**config.mk**
```make
export PLATFORM = sky130hd
export DESIGN_NAME = safe_cmd_exec
export DESIGN_NICKNAME = d
export VERILOG_FILES = /design/src/rtl/sce_pkg.sv /design/src/rtl/sce_arm_gate.sv /design/src/rtl/sce_level_bank.sv /design/src/rtl/sce_link_pulser.sv /design/src/rtl/safe_cmd_exec.sv
export SDC_FILE = /design/constraint.sdc
export NUM_CORES = 1
export LEC_CHECK = 0
export CAP_MARGIN = 20
export CORE_MARGIN = 2
export CORE_UTILIZATION = 50
export CTS_BUF_LIST = sky130_fd_sc_hd__clkbuf_4 sky130_fd_sc_hd__clkbuf_8
export CTS_CLUSTER_SIZE = 12
export DETAILED_ROUTE_END_ITERATION = 10
export PLACE_DENSITY_LB_ADDON = 0.1
export SLEW_MARGIN = 20
export SYNTH_ARGS = -nofsm -noshare
export SYNTH_HDL_FRONTEND = slang
export SYNTH_HIERARCHICAL = 1
export SYNTH_SLANG_ARGS = --single-unit
export TNS_END_PERCENT = 1
```
**constraint.sdc**
```tcl
create_clock -name clk -period 1.2 [get_ports clk]
set_input_delay 0.3 -clock clk [delete_from_list [all_inputs] [get_ports clk]]
set_output_delay 0.3 -clock clk [all_outputs]
set_load 0.1 [all_outputs]
```
**src/rtl/sce_pkg.sv**
```systemverilog
package sce_pkg;
  typedef enum logic [3:0] {
    OP_NONE     = 4'd0,
    OP_ARM      = 4'd1,
    OP_CPU_HOLD = 4'd2,
    OP_CPU_FREE = 4'd3,
    OP_EXT_SET  = 4'd4,
    OP_EXT_CLR  = 4'd5,
    OP_LINK_ONE = 4'd6,
    OP_LINK_ALL = 4'd7
  } op_e;

  // operations that consume the arm register
  function automatic logic op_critical(input logic [3:0] code);
    return (code == OP_CPU_HOLD) || (code == OP_LINK_ONE) || (code == OP_LINK_ALL);
  endfunction
endpackage

```
**src/rtl/sce_arm_gate.sv**
```systemverilog
module sce_arm_gate
  import sce_pkg::*;
(
  input  logic       clk,
  input  logic       rst_n,
  input  logic       req_valid,
  input  logic [3:0] req_code,
  input  logic       chan_ok,
  output logic       go,
  output logic       armed,
  output logic       refuse
);
  logic armed_q, armed_d;
  logic refuse_q, refuse_d;
  logic relevant;

  // a link-one request with a bad index is dropped before gating
  assign relevant = req_valid && op_critical(req_code) &&
                    ((req_code != OP_LINK_ONE) || chan_ok);

  always_comb begin
    go       = relevant && armed_q;
    refuse_d = relevant && !armed_q;
    armed_d  = armed_q;
    if (go) begin
      armed_d = 1'b0;
    end else if (req_valid && (req_code == OP_ARM)) begin
      armed_d = 1'b1;
    end
  end

  always_ff @(posedge clk or negedge rst_n) begin
    if (!rst_n) begin
      armed_q  <= 1'b0;
      refuse_q <= 1'b0;
    end else begin
      armed_q  <= armed_d;
      refuse_q <= refuse_d;
    end
  end

  assign armed  = armed_q;
  assign refuse = refuse_q;
endmodule

```
**src/rtl/sce_level_bank.sv**
```systemverilog
module sce_level_bank
  import sce_pkg::*;
#(
  parameter int NUM_EXT = 4,
  parameter int CHAN_W  = 2
) (
  input  logic              clk,
  input  logic              rst_n,
  input  logic              req_valid,
  input  logic [3:0]        req_code,
  input  logic [CHAN_W-1:0] req_chan,
  input  logic              go,
  output logic              cpu_rst,
  output logic [NUM_EXT-1:0] ext_sig
);
  logic               cpu_q, cpu_d, cpu_en;
  logic [NUM_EXT-1:0] ext_q, ext_d, ext_en;

  always_comb begin
    cpu_en = 1'b0;
    cpu_d  = cpu_q;
    if (go && (req_code == OP_CPU_HOLD)) begin
      cpu_en = 1'b1;
      cpu_d  = 1'b1;
    end else if (req_valid && (req_code == OP_CPU_FREE)) begin
      cpu_en = 1'b1;
      cpu_d  = 1'b0;
    end
  end

  generate
    for (genvar i = 0; i < NUM_EXT; i++) begin : g_ext
      logic hit;
      assign hit       = req_valid && (req_chan == CHAN_W'(i));
      assign ext_en[i] = hit && ((req_code == OP_EXT_SET) || (req_code == OP_EXT_CLR));
      assign ext_d[i]  = (req_code == OP_EXT_SET);

      always_ff @(posedge clk or negedge rst_n) begin
        if (!rst_n) begin
          ext_q[i] <= 1'b0;
        end else if (ext_en[i]) begin
          ext_q[i] <= ext_d[i];
        end
      end
    end
  endgenerate

  always_ff @(posedge clk or negedge rst_n) begin
    if (!rst_n) begin
      cpu_q <= 1'b0;
    end else if (cpu_en) begin
      cpu_q <= cpu_d;
    end
  end

  assign cpu_rst = cpu_q;
  assign ext_sig = ext_q;
endmodule

```
**src/rtl/sce_link_pulser.sv**
```systemverilog
module sce_link_pulser
  import sce_pkg::*;
#(
  parameter int NUM_LINK  = 3,
  parameter int CHAN_W    = 2,
  parameter int PULSE_LEN = 4
) (
  input  logic                clk,
  input  logic                rst_n,
  input  logic                go,
  input  logic [3:0]          req_code,
  input  logic [CHAN_W-1:0]   req_chan,
  output logic [NUM_LINK-1:0] link_rst
);
  localparam int CNT_W = $clog2(PULSE_LEN + 1);

  generate
    for (genvar i = 0; i < NUM_LINK; i++) begin : g_link
      logic [CNT_W-1:0] cnt_q, cnt_d;
      logic             start;

      assign start = go && ((req_code == OP_LINK_ALL) ||
                            ((req_code == OP_LINK_ONE) && (req_chan == CHAN_W'(i))));

      always_comb begin
        cnt_d = cnt_q;
        if (start) begin
          cnt_d = CNT_W'(PULSE_LEN);
        end else if (cnt_q != '0) begin
          cnt_d = cnt_q - 1'b1;
        end
      end

      always_ff @(posedge clk or negedge rst_n) begin
        if (!rst_n) begin
          cnt_q <= '0;
        end else begin
          cnt_q <= cnt_d;
        end
      end

      assign link_rst[i] = (cnt_q != '0);
    end
  endgenerate
endmodule

```
**src/rtl/safe_cmd_exec.sv**
```systemverilog
module safe_cmd_exec
  import sce_pkg::*;
#(
  parameter int NUM_LINK  = 3,
  parameter int NUM_EXT   = 4,
  parameter int CHAN_W    = 2,
  parameter int PULSE_LEN = 4
) (
  input  logic                clk,
  input  logic                rst_n,
  input  logic                req_valid,
  input  logic [3:0]          req_code,
  input  logic [CHAN_W-1:0]   req_chan,
  output logic                cpu_rst,
  output logic [NUM_EXT-1:0]  ext_sig,
  output logic [NUM_LINK-1:0] link_rst,
  output logic                refuse,
  output logic                armed
);
  localparam logic [CHAN_W:0] LINK_LIM = (CHAN_W + 1)'(NUM_LINK);

  logic rst_meta, rst_sync;
  logic go, chan_ok;

  // asynchronous assert, synchronous release
  always_ff @(posedge clk or negedge rst_n) begin
    if (!rst_n) begin
      rst_meta <= 1'b0;
      rst_sync <= 1'b0;
    end else begin
      rst_meta <= 1'b1;
      rst_sync <= rst_meta;
    end
  end

  assign chan_ok = ({1'b0, req_chan} < LINK_LIM);

  sce_arm_gate u_gate (
    .clk       (clk),
    .rst_n     (rst_sync),
    .req_valid (req_valid),
    .req_code  (req_code),
    .chan_ok   (chan_ok),
    .go        (go),
    .armed     (armed),
    .refuse    (refuse)
  );

  sce_level_bank #(.NUM_EXT(NUM_EXT), .CHAN_W(CHAN_W)) u_levels (
    .clk       (clk),
    .rst_n     (rst_sync),
    .req_valid (req_valid),
    .req_code  (req_code),
    .req_chan  (req_chan),
    .go        (go),
    .cpu_rst   (cpu_rst),
    .ext_sig   (ext_sig)
  );

  sce_link_pulser #(.NUM_LINK(NUM_LINK), .CHAN_W(CHAN_W), .PULSE_LEN(PULSE_LEN)) u_links (
    .clk      (clk),
    .rst_n    (rst_sync),
    .go       (go),
    .req_code (req_code),
    .req_chan (req_chan),
    .link_rst (link_rst)
  );
endmodule

```
==> impl_metrics.toml <==
[floorplan]
rows = 15
die_h_microns = 47.58
dieArea_sq_um = 2264
coreArea_sq_um = 1764
start_util_pct = 53.83
io_pins = 19
die_x_microns = 47.58

[clock_tree]
cts_tree = "built"
clockBufferDepth = 2
cts.sinks = 18
hold_buffers = 0
insertion_delay_ns = 0.30
cts_buffers = 3
clockRootBuffer = "clkbuf_4"
clkTransAtPathRegs_ns = 0.10
cts_max_level = 1

[final_layout]
synthToLayoutAreaGrowth_pct = 61.79
utilization_pct = 87.09
drive_gt1_share_pct = 45.59
fillers = 89
nets = 152
multi_input_area_sq_um = 519.2
stdcell_area_sq_um = 1536
diodes = 0
regArea_sq_um = 454.2

[critical_path]
critPathRequiredTime_ns = 0.90
crit_path_end_kind = "primary output"
critical_path_class = "flip-flop to primary output"
r2r_cells = 6
worstPathCellList = "inv_2, ha_4, nand2b_4, buf_12"
critPathSlowestCell = "dfrtp_1"
cp_slowest_stage_delay_ns = 0.41
startpoint_type = "flip-flop"
arrival_ns = 1.19
path_max_fanout = 2

[synth]
syn_nets = 107
netlist_instances = 92
synth_common_cells = "18 x dfrtp_1, 13 x inv_1, 10 x nand2_1"
syn_avg_cell_area_sq_um = 10.32
synth_flop_cell = "dfrtp_1"
synth-warning-count = 6
syn_area_sq_um = 949.7
synth-edff-count = 0
synth_top_cells_by_area = "dfrtp_1 47%, ha_1 7.9%, mux2i_1 7.4%"
synthArstFlopShare_pct = 100.0
synth_top_cell_area_share_pct = 47.43
ys_ff_latch = 18
yosysUniqueCellTypes = 23
synth_seq_area_share_pct = 47.43
yosys.area.top_type = "dfrtp_1"
synthMostInstantiatedCell = "dfrtp_1"

[place]
place_congestion = 0.8665
hpwl_mm = 1.485
detailed_place.area_sq_um = 1400
port-buffer-count = 18
place_ws_ns = -0.8229

[global_route]
antenna_found_initial = 0
grt_pass1_vias = 846
grt_pass1_wl_mm = 3.443
grt.overflow.total = 0
grt_usage_pct = 22.87
grt_max_degree = 12

[sta]
timing.final.ws_setup_ns = -0.2874
period_share_pct = 123.9
setup-violations-final = 15
maxSlewViolCount = 0
fin_crit_ns = 1.487
setup_tns_ns = -1.260
rsz0062_at_grt = "true"
hold_viol_final = 0
skew_ns = 0.004311
fmax_mhz = 672.3

[power]
power_switching_mw = 1.593
intPower_mw = 2.122
power.total_mw = 3.715
swShare_pct = 42.88
clockPowerShare_pct = 10.2
p_seq_share_pct = 25.8
combPwrFrac_pct = 64.0
power.density_nw_per_um2 = 2418
cellLeakagePower_nw = 0.7901
peakVddDrop_mv = 1.750

[route]
wire_per_inst_microns = 14.06
drt_iter0_markers = 15
viasPerCell = 4.957
drtPass1Iterations = 5
detail-route-antenna-nets = 0
routed_wl_mm = 2.264
vias = 798
route.detailed.drc = 0

[hold_path]
hold_path.class = "flip-flop to async pin"

[run]
max_cap_viol_count = 0

[outcome]
violations = "setup timing"
status = "complete, but fails checks"
-- power by group through the flow --
stage          clock (mW)  combinational, mW  sequential (mW)
6_report            0.378               2.38            0.958
5_1_grt             0.403               2.53            0.977
3_5_place_dp            0               2.03            0.948
3_3_place_gp            0               1.97            0.937
4_1_cts             0.400               2.28            0.958
2_1_floorplan           0               1.08             1.17
-- placed cells by master (no fill, tap or decap), types with 2 or more instances in the layout --
master	n
buf_4	20
dfrtp_1	17
buf_12	10
nand2_1	9
inv_1	7
mux2i_1	7
nor2_1	6
inv_2	6
buf_6	5
clkbuf_4	3
nand2b_4	3
o21ai_2	3
xnor2_1	3
and2_1	3
o211a_1	3
ha_4	3
ha_1	3
buf_2	2
clkdlybuf4s15_1	2
a21oi_1	2
nand3b_1	2
nor2b_1	2
-- final cells by class --
type | count | area share [%]
flip-flops and latches | 18 | 29.56
well taps | 25 | 2.036
multi-input cells | 61 | 33.79
repair buffers | 40 | 29.07
clock buffers | 4 | 2.362
inverters | 13 | 3.176
-- worst paths after layout --
| path | from | to | slack (ns) |
|---|---|---|---|
| max | u_links/g_link[1].cnt_q[1]$_DFFE_PN0P_ | link_rst[1] | -0.29 |
| min | rst_sync$_DFF_PN0_ | u_gate/armed$_DFFE_PN0P_ | 0.09 |
| max reg2reg | u_links/g_link[1].cnt_q[1]$_DFFE_PN0P_ | u_links/g_link[1].cnt_q[1]$_DFFE_PN0P_ | -0.06 |
| min reg2reg | rst_sync$_DFF_PN0_ | u_gate/armed$_DFFE_PN0P_ | 0.09 |
| max in group asynchronous | rst_sync$_DFF_PN0_ | u_links/g_link[1].cnt_q[0]$_DFFE_PN0P_ | 0.69 |
| min in group clk | req_code[2] | u_levels/cpu_rst$_DFFE_PN0P_ | 0.35 |
-- routing by layer --
metal	global-route usage, %	vias up	wire length, microns
li1	-	390	-
met2	41.62	23	1252
met5	0	-	0
met1	24.22	379	890
met4	13.51	0	52
met3	4.528	6	69
-- critical path, delay by kind of cell, from the launching register on --
kind          cells  cell delay, ns
simple gates      1            0.07
flops             1            0.41
fa+ha+maj         1            0.15
buf+inv           2            0.26
-- repair_timing --
action	4_1_cts	5_1_grt
pin swaps	6	2
gates resized for setup	40	8
endpoints found under the setup margin	26	19
buffers inserted	4	2
cloned	0	0
-- kinds of logic after synthesis --
family                     share of synthesized area (%)
DFF                                                47.43
AOI/OAI and AO/OA                                  10.15
xor gates and xnor gates                           2.767
buffers and inverters                              5.139
and+or+nand+nor                                    18.84
muxes                                              7.378
adders and majority gates                          7.905
other                                             0.3949
-- stage by stage --
stage | hold slack, ns | std cells
after floorplan | 0.004409 | 92
after global placement | 0.08892 | 151
after detailed placement | 0.1033 | 151
after CTS | 0.1035 | 159
after global routing | 0.1239 | 161
final | 0.09495 | 161
-- flip-flops by register name (all words and copies together), names as in the netlist --
register and flops:
rst_meta 1, rst_sync 1, u_gate/armed 1, u_gate/refuse 1, u_levels/cpu_rst 1, u_levels/ext_sig 4
u_links/g_link.cnt_q 9
Power figures use the tool's default switching activity.
